--- src/rtl/erased_par_pkg.sv ---
package erased_par_pkg;
  // control word bit positions (decoded by the ECC engine)
  localparam int CB_EN  = 0;
  localparam int CB_RST = 1;
  localparam int CB_RS  = 2;
  localparam int CB_ENC = 3;
  localparam int CB_PRDY = 4;
  localparam int CTRL_W = 5;
  // status word bit positions
  localparam int ST_ERR = 0;
  localparam int ST_UNC = 1;
  localparam int ST_ENC = 2;
  localparam int ST_DEC = 3;
  localparam int ST_PAD = 4;
  localparam int STAT_W = 5;
  localparam int ERRC_W = 3;

  typedef enum logic [1:0] {
    S_IDLE    = 2'd0,
    S_WR_WAIT = 2'd1,
    S_RD_LOAD = 2'd2,
    S_RD_DEC  = 2'd3
  } phase_t;

  typedef struct packed {
    logic clrSec;
    logic takeByte;
    logic rdFinish;
    logic capPar;
    logic capRpt;
  } strobe_t;
endpackage

--- src/rtl/erased_par_ctl.sv ---
module erased_par_ctl
  import erased_par_pkg::*;
(
  input  logic              clk,
  input  logic              rstN,
  input  logic              secStart,
  input  logic              secWrite,
  input  logic              byteValid,
  input  logic              encDone,
  input  logic              decDone,
  input  logic              lastByte,
  input  logic              blankNow,
  output strobe_t           stb,
  output logic [CTRL_W-1:0] eccCtrl
);
  phase_t state;

  always_comb begin
    stb = '0;
    stb.clrSec   = secStart;
    stb.takeByte = !secStart && (state == S_RD_LOAD) && byteValid;
    stb.rdFinish = stb.takeByte && lastByte;
    stb.capPar   = !secStart && (state == S_WR_WAIT) && encDone;
    stb.capRpt   = !secStart && (state == S_RD_DEC) && decDone;
  end

  always_ff @(posedge clk or negedge rstN) begin
    if (!rstN) begin
      state   <= S_IDLE;
      eccCtrl <= '0;
    end else if (secStart) begin
      state            <= secWrite ? S_WR_WAIT : S_RD_LOAD;
      eccCtrl          <= '0;
      eccCtrl[CB_EN]   <= 1'b1;
      eccCtrl[CB_RST]  <= 1'b1;
      eccCtrl[CB_RS]   <= 1'b1;
      eccCtrl[CB_ENC]  <= secWrite;
    end else begin
      eccCtrl[CB_RST] <= 1'b0;
      if (stb.capPar || stb.capRpt) begin
        state   <= S_IDLE;
        eccCtrl <= '0;
      end else if (stb.rdFinish) begin
        if (blankNow) begin
          state   <= S_IDLE;
          eccCtrl <= '0;
        end else begin
          state            <= S_RD_DEC;
          eccCtrl[CB_PRDY] <= 1'b1;
          eccCtrl[CB_RST]  <= 1'b0;
        end
      end
    end
  end

  // engine reset bit lasts a single cycle
  a_r2_reset_pulse: assert property (@(posedge clk) disable iff (!rstN)
    (eccCtrl[CB_RST] && !secStart) |=> !eccCtrl[CB_RST]);
  // parity ready only ever in decode mode
  a_r7_prdy_read_only: assert property (@(posedge clk) disable iff (!rstN)
    eccCtrl[CB_PRDY] |-> !eccCtrl[CB_ENC]);
  // parity ready holds until the decoder finishes
  a_r7_prdy_hold: assert property (@(posedge clk) disable iff (!rstN)
    (eccCtrl[CB_PRDY] && !decDone && !secStart) |=> eccCtrl[CB_PRDY]);
  // idle means the engine is not driven
  a_r9_idle_quiet: assert property (@(posedge clk) disable iff (!rstN)
    (state == S_IDLE) |-> (eccCtrl == '0));
endmodule

--- src/rtl/erased_par_dp.sv ---
module erased_par_dp
  import erased_par_pkg::*;
#(
  parameter int SECTOR_BYTES = 512,
  parameter int PAR_BYTES    = 9,
  parameter int BYTE_W       = 8,
  parameter logic [PAR_BYTES*BYTE_W-1:0] ERASED_SIG = '0
) (
  input  logic                        clk,
  input  logic                        rstN,
  input  strobe_t                     stb,
  input  logic [BYTE_W-1:0]           byteIn,
  input  logic [PAR_BYTES*BYTE_W-1:0] encParity,
  input  logic [STAT_W-1:0]           decStatus,
  input  logic [ERRC_W-1:0]           decErrCnt,
  output logic                        lastByte,
  output logic                        blankNow,
  output logic                        parOutValid,
  output logic [PAR_BYTES*BYTE_W-1:0] parOut,
  output logic                        blankValid,
  output logic                        blank,
  output logic                        rptValid,
  output logic [STAT_W-1:0]           rptStatus,
  output logic [ERRC_W-1:0]           rptErrCnt
);
  localparam int TOTAL = SECTOR_BYTES + PAR_BYTES;
  localparam int CNT_W = $clog2(TOTAL + 1);
  localparam int PAR_W = PAR_BYTES * BYTE_W;
  localparam logic [CNT_W-1:0] LAST_IDX = CNT_W'(TOTAL - 1);

  logic [CNT_W-1:0]     byteCnt;
  logic                 runAnd;
  logic [PAR_BYTES-1:0] byteMatch;
  logic                 sigHit;

  // per-byte signature compare
  for (genvar k = 0; k < PAR_BYTES; k++) begin : g_cmp
    assign byteMatch[k] =
      (encParity[k*BYTE_W +: BYTE_W] == ERASED_SIG[k*BYTE_W +: BYTE_W]);
  end
  assign sigHit   = &byteMatch;
  assign lastByte = (byteCnt == LAST_IDX);
  assign blankNow = runAnd && (&byteIn);

  always_ff @(posedge clk or negedge rstN) begin
    if (!rstN) begin
      byteCnt <= '0;
      runAnd  <= 1'b1;
    end else if (stb.clrSec) begin
      byteCnt <= '0;
      runAnd  <= 1'b1;
    end else if (stb.takeByte) begin
      byteCnt <= byteCnt + 1'b1;
      runAnd  <= blankNow;
    end
  end

  always_ff @(posedge clk or negedge rstN) begin
    if (!rstN) begin
      parOutValid <= 1'b0;
      parOut      <= '0;
      blankValid  <= 1'b0;
      blank       <= 1'b0;
      rptValid    <= 1'b0;
      rptStatus   <= '0;
      rptErrCnt   <= '0;
    end else begin
      parOutValid <= stb.capPar;
      blankValid  <= stb.rdFinish;
      rptValid    <= stb.capRpt || (stb.rdFinish && blankNow);
      if (stb.clrSec) blank <= 1'b0;
      if (stb.capPar) parOut <= sigHit ? {PAR_W{1'b1}} : encParity;
      if (stb.rdFinish) begin
        blank <= blankNow;
        if (blankNow) begin
          rptStatus         <= '0;
          rptStatus[ST_DEC] <= 1'b1;
          rptErrCnt         <= '0;
        end
      end
      if (stb.capRpt) begin
        rptStatus <= decStatus;
        rptErrCnt <= decErrCnt;
      end
    end
  end

  // erased signature becomes all ones
  a_r3_sig_erased: assert property (@(posedge clk) disable iff (!rstN)
    (parOutValid && ($past(encParity) == ERASED_SIG)) |-> (&parOut));
  // any other parity passes through
  a_r3_pass: assert property (@(posedge clk) disable iff (!rstN)
    (parOutValid && ($past(encParity) != ERASED_SIG)) |-> (parOut == $past(encParity)));
  // blank decision is a single-cycle pulse
  a_r4_one_pulse: assert property (@(posedge clk) disable iff (!rstN)
    blankValid |=> !blankValid);
  // blank sector reports decode finish with zero errors
  a_r6_blank_rpt: assert property (@(posedge clk) disable iff (!rstN)
    (blankValid && blank) |-> (rptValid && rptErrCnt == '0 && rptStatus == 5'b01000));
endmodule

--- src/rtl/erased_par_filter.sv ---
module erased_par_filter
  import erased_par_pkg::*;
#(
  parameter int SECTOR_BYTES = 512,
  parameter int PAR_BYTES    = 9,
  parameter int BYTE_W       = 8,
  parameter logic [PAR_BYTES*BYTE_W-1:0] ERASED_SIG =
    72'h6F_B7_FF_8B_F4_58_90_9D_CD
) (
  input  logic                        clk,
  input  logic                        rstN,
  input  logic                        secStart,
  input  logic                        secWrite,
  input  logic                        byteValid,
  input  logic [BYTE_W-1:0]           byteIn,
  input  logic                        encDone,
  input  logic [PAR_BYTES*BYTE_W-1:0] encParity,
  input  logic [STAT_W-1:0]           decStatus,
  input  logic [ERRC_W-1:0]           decErrCnt,
  output logic [CTRL_W-1:0]           eccCtrl,
  output logic                        parOutValid,
  output logic [PAR_BYTES*BYTE_W-1:0] parOut,
  output logic                        blankValid,
  output logic                        blank,
  output logic                        rptValid,
  output logic [STAT_W-1:0]           rptStatus,
  output logic [ERRC_W-1:0]           rptErrCnt
);
  strobe_t stb;
  logic    lastByte;
  logic    blankNow;

  erased_par_ctl u_ctl (
    .clk      (clk),
    .rstN     (rstN),
    .secStart (secStart),
    .secWrite (secWrite),
    .byteValid(byteValid),
    .encDone  (encDone),
    .decDone  (decStatus[ST_DEC]),
    .lastByte (lastByte),
    .blankNow (blankNow),
    .stb      (stb),
    .eccCtrl  (eccCtrl)
  );

  erased_par_dp #(
    .SECTOR_BYTES(SECTOR_BYTES),
    .PAR_BYTES   (PAR_BYTES),
    .BYTE_W      (BYTE_W),
    .ERASED_SIG  (ERASED_SIG)
  ) u_dp (
    .clk        (clk),
    .rstN       (rstN),
    .stb        (stb),
    .byteIn     (byteIn),
    .encParity  (encParity),
    .decStatus  (decStatus),
    .decErrCnt  (decErrCnt),
    .lastByte   (lastByte),
    .blankNow   (blankNow),
    .parOutValid(parOutValid),
    .parOut     (parOut),
    .blankValid (blankValid),
    .blank      (blank),
    .rptValid   (rptValid),
    .rptStatus  (rptStatus),
    .rptErrCnt  (rptErrCnt)
  );
endmodule

--- config.mk ---
export PLATFORM = sky130hd
export DESIGN_NAME = erased_par_filter
export DESIGN_NICKNAME = d
export VERILOG_FILES = /design/src/rtl/erased_par_pkg.sv /design/src/rtl/erased_par_ctl.sv /design/src/rtl/erased_par_dp.sv /design/src/rtl/erased_par_filter.sv
export SDC_FILE = /design/constraint.sdc
export NUM_CORES = 1
export LEC_CHECK = 0
export BUFFER_PORTS_ARGS = -buffer_cell sky130_fd_sc_hd__buf_2
export CELL_PAD_IN_SITES_DETAIL_PLACEMENT = 1
export CELL_PAD_IN_SITES_GLOBAL_PLACEMENT = 2
export CORE_MARGIN = 4
export CORE_UTILIZATION = 29
export CTS_CLUSTER_DIAMETER = 30
export CTS_CLUSTER_SIZE = 16
export DETAILED_ROUTE_END_ITERATION = 10
export GPL_ROUTABILITY_DRIVEN = 0
export PLACE_DENSITY = 0.87
export SETUP_SLACK_MARGIN = 0.02
export SLEW_MARGIN = 25
export SYNTH_ARGS = -nofsm -noshare
export SYNTH_HDL_FRONTEND = slang
export SYNTH_SLANG_ARGS = --single-unit
--- constraint.sdc ---
create_clock -name clk -period 2.4 [get_ports clk]
set_input_delay 0.12 -clock clk [delete_from_list [all_inputs] [get_ports clk]]
set_output_delay 0.12 -clock clk [all_outputs]
set_load 0.02 [all_outputs]
==> impl_metrics.yaml, run 1 <==
status:
  status: "finished, final reports clean"
layout:
  post-route-cell-area_um2: 5810
  multi_input_area_um2: 1570
  drive_gt1_share_pct: 47.6
  synthToLayoutAreaGrowth_pct: 37.8
  final.fill_count: 1551
  fin_nets: 616
  seqCellArea_um2: 2530
  antenna_cells: 0
placement:
  place_area_um2: 5340
  portBuffers: 182
  post-dp-hpwl_um: 9190
  dp_slack_ns: 0.427
grt:
  grt_busiest_layer: "met2"
  overflow: 0
  met3_usage_pct: 6.19
  grt_usage_pct: 15.0
  gr-usage-met1_pct: 17.9
  antenna_found_initial: 1
  grt_use_met2_pct: 24.9
  first_global_vias: 3710
  grt_pass1_wl_um: 19500
  grt_max_degree: 55
synth:
  synthCells: 322
  synth_most_common_cell: "dfrtp_1"
  netlist_top_cells_count: "dfrtp_1, mux2_2, nand2_1"
  post_synth.cell_area_avg_um2: 13.1
  synthArstFlopShare_pct: 100
  ys_top_cells_by_area: "dfrtp_1, mux2_2, mux2i_1, nand2_1, nand4_1"
  synth_ff_type: "dfrtp_1"
  synth_top_area_share_pct: 59.3
  synth_cell_types: 38
  yosys_warnings: 0
  seq_area_frac_synth_pct: 60.0
  synth_edf_count: 0
  yosys_register_bits: 101
  synth_top_area_cell: "dfrtp_1"
  syn_nets: 418
  synth_area_um2: 4220
floorplan:
  initial_utilization_pct: 30.0
  core_um2: 14000
  fp.dieW_um: 129
  rows: 43
  ios: 183
  die_h_um: 129
  die-area_um2: 16500
cts:
  clk_latency_ns: 0.35
  postCtsHoldBufs: 17
  postCtsSetupRepairBufs: 0
  clkTransAtPathRegs_ns: 0.07
  ctsRootBufferMaster: "clkbuf_16"
  ctsLongestPathBuffers: 2
  cts_sinks: 101
  htreeDepth: 3
  numCtsBuffers: 9
  cts_tree: "yes"
  post_cts_resized: 0
timing:
  skew_ns: 0.00565
  drv_slew: 0
  slew_headroom_pct: 56.9
  worst_slew_pin_slew_ns: 0.647
  setup_ws_ns: 0.391
  timing.fmax_mhz: 498
  timing.final.crit_share_pct: 83.7
  tns_ns: 0
  rsz0062_at_grt: "false"
  setup_viol: 0
  hold_viol: 0
  fin_crit_ns: 2.01
power:
  combPwrFrac_pct: 30.8
  intPower_mw: 3.65
  cellLeakagePower_nw: 2.83
  p_seq_share_pct: 42.9
  peakVddDrop_uv: 572
  pwr-share-clk_pct: 26.2
  p_sw_mw: 1.86
  p_per_area_nw_per_um2: 949
  swShare_pct: 33.8
critical_path:
  worstSetupStartpoint: "encParity[43]"
  rr_startpoint: "u_ctl.state[0]"
  cp_max_fo: 28
  worstSetupPathType: "input port to register"
  required_ns: 2.68
  cp-start-kind: "input port"
  crit_arrival_ns: 2.29
  crit_path_end_kind: "register"
route:
  drc: 0
  drt_wl_total_um: 12100
  via_per_inst: 4.71
  drt_iter0_drc: 87
  drt_first_pass_iters: 4
  antenna_left: 0
  vias: 3323
  routedWlPerCell_um: 17.2
worst_hold_path:
  holdCritPathClass: "input port to register"
  min_from: "encParity[59]"
job:
  cap_violations: 0
[power by group through the flow]
stage | logic (mW) | clock network [mW] | registers [mW]
3_5_place_dp | 1.71 | 0 | 2.40
6_report | 1.70 | 1.45 | 2.37
3_3_place_gp | 1.67 | 0 | 2.37
4_1_cts | 1.73 | 1.52 | 2.38
5_1_grt | 1.83 | 1.59 | 2.43
2_1_floorplan | 0.433 | 0 | 2.92
[sequential cells by signal, summed over array words and instances (netlist names)]
register	count
u_dp.parOut	72
u_dp.byteCnt	10
u_dp.rptStatus	5
u_ctl.eccCtrl	4
u_dp.rptErrCnt	3
u_ctl.state	2
u_dp.blank	1
u_dp.blankValid	1
u_dp.parOutValid	1
u_dp.rptValid	1
u_dp.runAnd	1
[through the flow]
step	hold WS, ns	std cells	util, %	power (mW)
3_5_place_dp	0.198	671	38.0	4.11
3_3_place_gp	0.184	671	38.0	4.04
2_1_floorplan	-0.176	322	-	3.35
4_1_cts	0.000859	704	41.3	5.63
6_report	0.0172	705	41.4	5.52
5_1_grt	0.000139	705	41.4	5.84
[cell usage in the layout, fill, tap and decap left out, types with 5 or more instances in the layout]
cell and n:
o21ai_0 6, clkbuf_16 9, mux2i_1 31, a22o_1 7
nor4bb_1 5, dlygate4sd3_1 18, nand2_1 39, buf_2 181
nand4_1 12, mux2_2 44, dfrtp_1 100, nor2_1 7
[metal layers]
layer,routed length (µm),vias up,part of all wire (%)
met1,4830,1628,40
met5,14,-,0.12
met4,219,2,1.8
met2,6010,133,49
met3,1070,16,8.8
li1,-,1544,-
[worst paths after layout]
path | to | slack (ns) | depth (start not counted)
max | u_dp.parOut[18] | 0.39 | 8
max reg2reg | u_ctl.eccCtrl[2] | 0.46 | 5
min | u_dp.parOut[59] | 0.02 | 3
min reg2reg | u_dp.rptStatus[3] | 0.48 | 1
min in group asynchronous | u_dp.parOut[15] | 0.36 | 2
max in group asynchronous | u_dp.runAnd | 1.26 | 3
[critical path, stage by stage]
cell           delay [ns]
dlygate4sd3_1        0.54
buf_2                0.11
or4b_4               0.46
nor4_2               0.16
nand4_1              0.18
or3_1                0.38
buf_4                0.24
nand2_1              0.10
[cells by family after synthesis]
| logic type | Yosys count | synth area share [%] |
|---|---|---|
| buffers and inverters | 23 | 3.14 |
| multiplexers | 75 | 19.1 |
| flip-flops | 101 | 60.0 |
| XOR/XNOR | 4 | 0.831 |
| AND/OR/NAND/NOR | 97 | 13.1 |
| adder cells (fa/ha/maj) | 2 | 0.593 |
| AO/OA/AOI/OAI | 20 | 3.26 |
[layout make-up]
cell class	count	area share [%]
well taps	180	3.88
repair buffers	206	20.2
clock inverters	3	0.775
clock buffers	13	4.31
flip-flops and latches	101	43.5
inverters	4	0.258
multi-input cells	198	27.0
Power figures use the tool's default switching activity.
==> inputs of run 2 (changes only) <==
--- a/config.mk
+++ b/config.mk
@@ -5,11 +5,12 @@
 export SDC_FILE = /design/constraint.sdc
 export NUM_CORES = 1
 export LEC_CHECK = 0
+export ABC_AREA = 1
 export BUFFER_PORTS_ARGS = -buffer_cell sky130_fd_sc_hd__buf_2
 export CELL_PAD_IN_SITES_DETAIL_PLACEMENT = 1
 export CELL_PAD_IN_SITES_GLOBAL_PLACEMENT = 2
 export CORE_MARGIN = 4
-export CORE_UTILIZATION = 29
+export CORE_UTILIZATION = 26
 export CTS_CLUSTER_DIAMETER = 30
 export CTS_CLUSTER_SIZE = 16
 export DETAILED_ROUTE_END_ITERATION = 10
==> constraint.sdc (replaced) <==
create_clock -name clk -period 1.94 [get_ports clk]
set_input_delay 0.097 -clock clk [delete_from_list [all_inputs] [get_ports clk]]
set_output_delay 0.097 -clock clk [all_outputs]
set_load 0.02 [all_outputs]
==> run 2 against run 1 <==
Effect of this change: wire length rose by 22%; clock power rose by 34%; die area rose by 16%; utilization fell by 3.3 points; combinational power rose by 51%; area after synthesis rose by 5.4%; via count rose by 29%; clock skew rose by 0.0024 ns; global-route usage rose by 0.66 points; non-clock buffer count rose by 28; total power rose by 38%; final cell count rose by 40%; critical path type unchanged; critical endpoint is now u_dp.parOut[33]; largest cell class unchanged.
==> impl_metrics.yaml, run 2 <==
status:
  status: "finished, final reports clean"
grt:
  overflow: 0
  grt_max_degree: 52
  first_global_vias: 4582
  grt_pass1_wl_um: 24200
  antenna_found_initial: 1
  grt_usage_pct: 15.6
power:
  peakVddDrop_uv: 488
  cellLeakagePower_nw: 3.38
  p_per_area_nw_per_um2: 1200
  power_mw: 7.63
timing:
  slew_headroom_pct: 70.8
  tns_ns: 0
  drv_slew: 0
  rsz0062_at_grt: "false"
  worst_slew_pin_slew_ns: 0.438
  skew_ns: 0.00806
  hold_viol: 0
  holdWs_ns: 0.0277
  setup_viol: 0
  timing.final.crit_share_pct: 84.3
  timing.fmax_mhz: 611
  fin_crit_ns: 1.64
synth:
  synth_ff_type: "dfrtp_1"
  synth_area_um2: 4450
  post_synth.cell_area_avg_um2: 8.31
  synth_cell_types: 28
  synth_top_area_share_pct: 56.3
  synth_top_area_cell: "dfrtp_1"
  synth_most_common_cell: "nand2_1"
  yosys_register_bits: 101
  netlist_top_cells_count: "nand2_1, dfrtp_1, nor2_1"
  yosys_warnings: 0
  seq_area_frac_synth_pct: 56.9
  ys_top_cells_by_area: "dfrtp_1, nand2_1, nor2_1, a21oi_1, inv_1"
  synthCells: 535
  syn_nets: 631
  synthArstFlopShare_pct: 100
  synth_edf_count: 0
route:
  drc: 0
  via_per_inst: 4.35
  routedWlPerCell_um: 15.0
  antenna_left: 0
  drt_first_pass_iters: 4
  vias: 4286
  drt_iter0_drc: 120
  drt_wl_total_um: 14800
layout:
  largestRegisters: "u_dp.parOut (72), u_dp.byteCnt (10), u_dp.rptStatus (5)"
  final_common_cell: "nand2_1"
  fin_nets: 857
  drive_gt1_share_pct: 28.9
  largest_reg_flops: 72
  final_util_pct: 38.1
  synthToLayoutAreaGrowth_pct: 42.8
  layout_common_cells: "nand2_1, buf_2, dfrtp_1"
  regMostFlops: "u_dp.parOut"
cts:
  postCtsSetupRepairBufs: 0
  numCtsBuffers: 9
  ctsRootBufferMaster: "clkbuf_16"
  ctsLongestPathBuffers: 2
  clkTransAtPathRegs_ns: 0.07
  htreeDepth: 3
  clk_latency_ns: 0.35
  cts_sinks: 101
  cts_tree: "yes"
critical_path:
  path_common_cell: "nand2_1"
  slowest_stage: "dlygate4sd3_1"
  crit_arrival_ns: 1.91
  crit_path_end_kind: "register"
  worstSetupStartpoint: "encParity[23]"
  cp_max_fo: 28
  required_ns: 2.21
  path_cells: "dlygate4sd3_1, buf_2, nand2_1, inv_1, nand2_1, nor2_1, nand2_1, nor2_1, nand3_4, a21oi_1"
  slowest_delay_ns: 0.54
  cp-start-kind: "input port"
  worstSetupPathType: "input port to register"
  rr_startpoint: "u_ctl.state[1]"
placement:
  post-dp-hpwl_um: 10800
  portBuffers: 182
floorplan:
  initial_utilization_pct: 26.7
  die_h_um: 139
  fp.dieW_um: 139
  ios: 183
  die-area_um2: 19300
  rows: 47
  core_um2: 16600
worst_hold_path:
  min_from: "encParity[34]"
  holdCritPathClass: "input port to register"
job:
  cap_violations: 0
run 2: cell types whose count changed after synthesis, sizes merged, moves of 12 or more:
cell   change
a21oi     +30
nand2    +150
nand3     +14
nor2      +91
mux2      -44
o21ai     +12
inv       +35
mux2i     -31
run 2: critical path: cells and delay by family:
kind	cells	cell delay [ns]
AND/OR/NAND/NOR	6	0.83
buffers and inverters	3	0.71
AO/OA/AOI/OAI	1	0.25
run 2: kinds of logic (layout without fill, tap and decap cells):
family	Yosys count	in the layout	synth area share, %
DFF	101	101	56.9
buffers and inverters	58	288	6.19
AOI/OAI and AO/OA	54	54	6.19
adders and majority gates	2	2	0.563
and+or+nand+nor	320	320	30.2
other	0	1	0
run 2: per-stage QoR:
stage               cells  setup slack [ns]  instance area (µm²)
CTS                   985             0.262                 6340
global placement      926             0.349                 5590
floorplan             535             0.563                 4450
detailed placement    926             0.350                 5590
finish                986             0.304                 6350
global route          985             0.111                 6340
run 2: area by class of cell:
type | instances | area [µm²]
fill | 2047 | 10300
sequential | 101 | 2530
multi-input combinational | 376 | 1640
timing repair buffer | 234 | 1430
tap | 220 | 275
clock buffer | 11 | 243
inverter | 39 | 156
clock inverter | 4 | 72.6
antenna | 1 | 2.50
run 2: final timing paths:
check / to / slack, ns / cells past startpoint
setup / recovery: u_dp.parOut[33] / 0.30 / 10
hold / removal: u_dp.parOut[34] / 0.03 / 3
setup reg to reg: u_dp.parOut[9] / 0.41 / 5
hold reg to reg: u_dp.rptStatus[3] / 0.46 / 1
max in group asynchronous: u_dp.runAnd / 1.01 / 3
min in group asynchronous: u_dp.rptStatus[1] / 0.19 / 2
run 2: power by group:
part           leakage (nW)  internal, mW  total [mW]  switching (mW)
combinational          1.98         0.878        2.57            1.69
clock                 0.152          1.16        1.94           0.782
sequential             1.25          2.76        3.12           0.362
run 2: per-layer routing:
metal	GRT usage (%)	up-vias	share of wire (%)
met5	0	-	0.12
met4	4.22	2	1.3
met3	5.41	15	6.8
met2	26.8	119	51
met1	18.8	2041	41
li1	-	2109	-
run 2: what timing repair did:
action,in CTS,in global routing
hold buffers,44,0
gates resized for setup,0,0
setup endpoints to repair,0,0
hold endpoints to repair,103,0
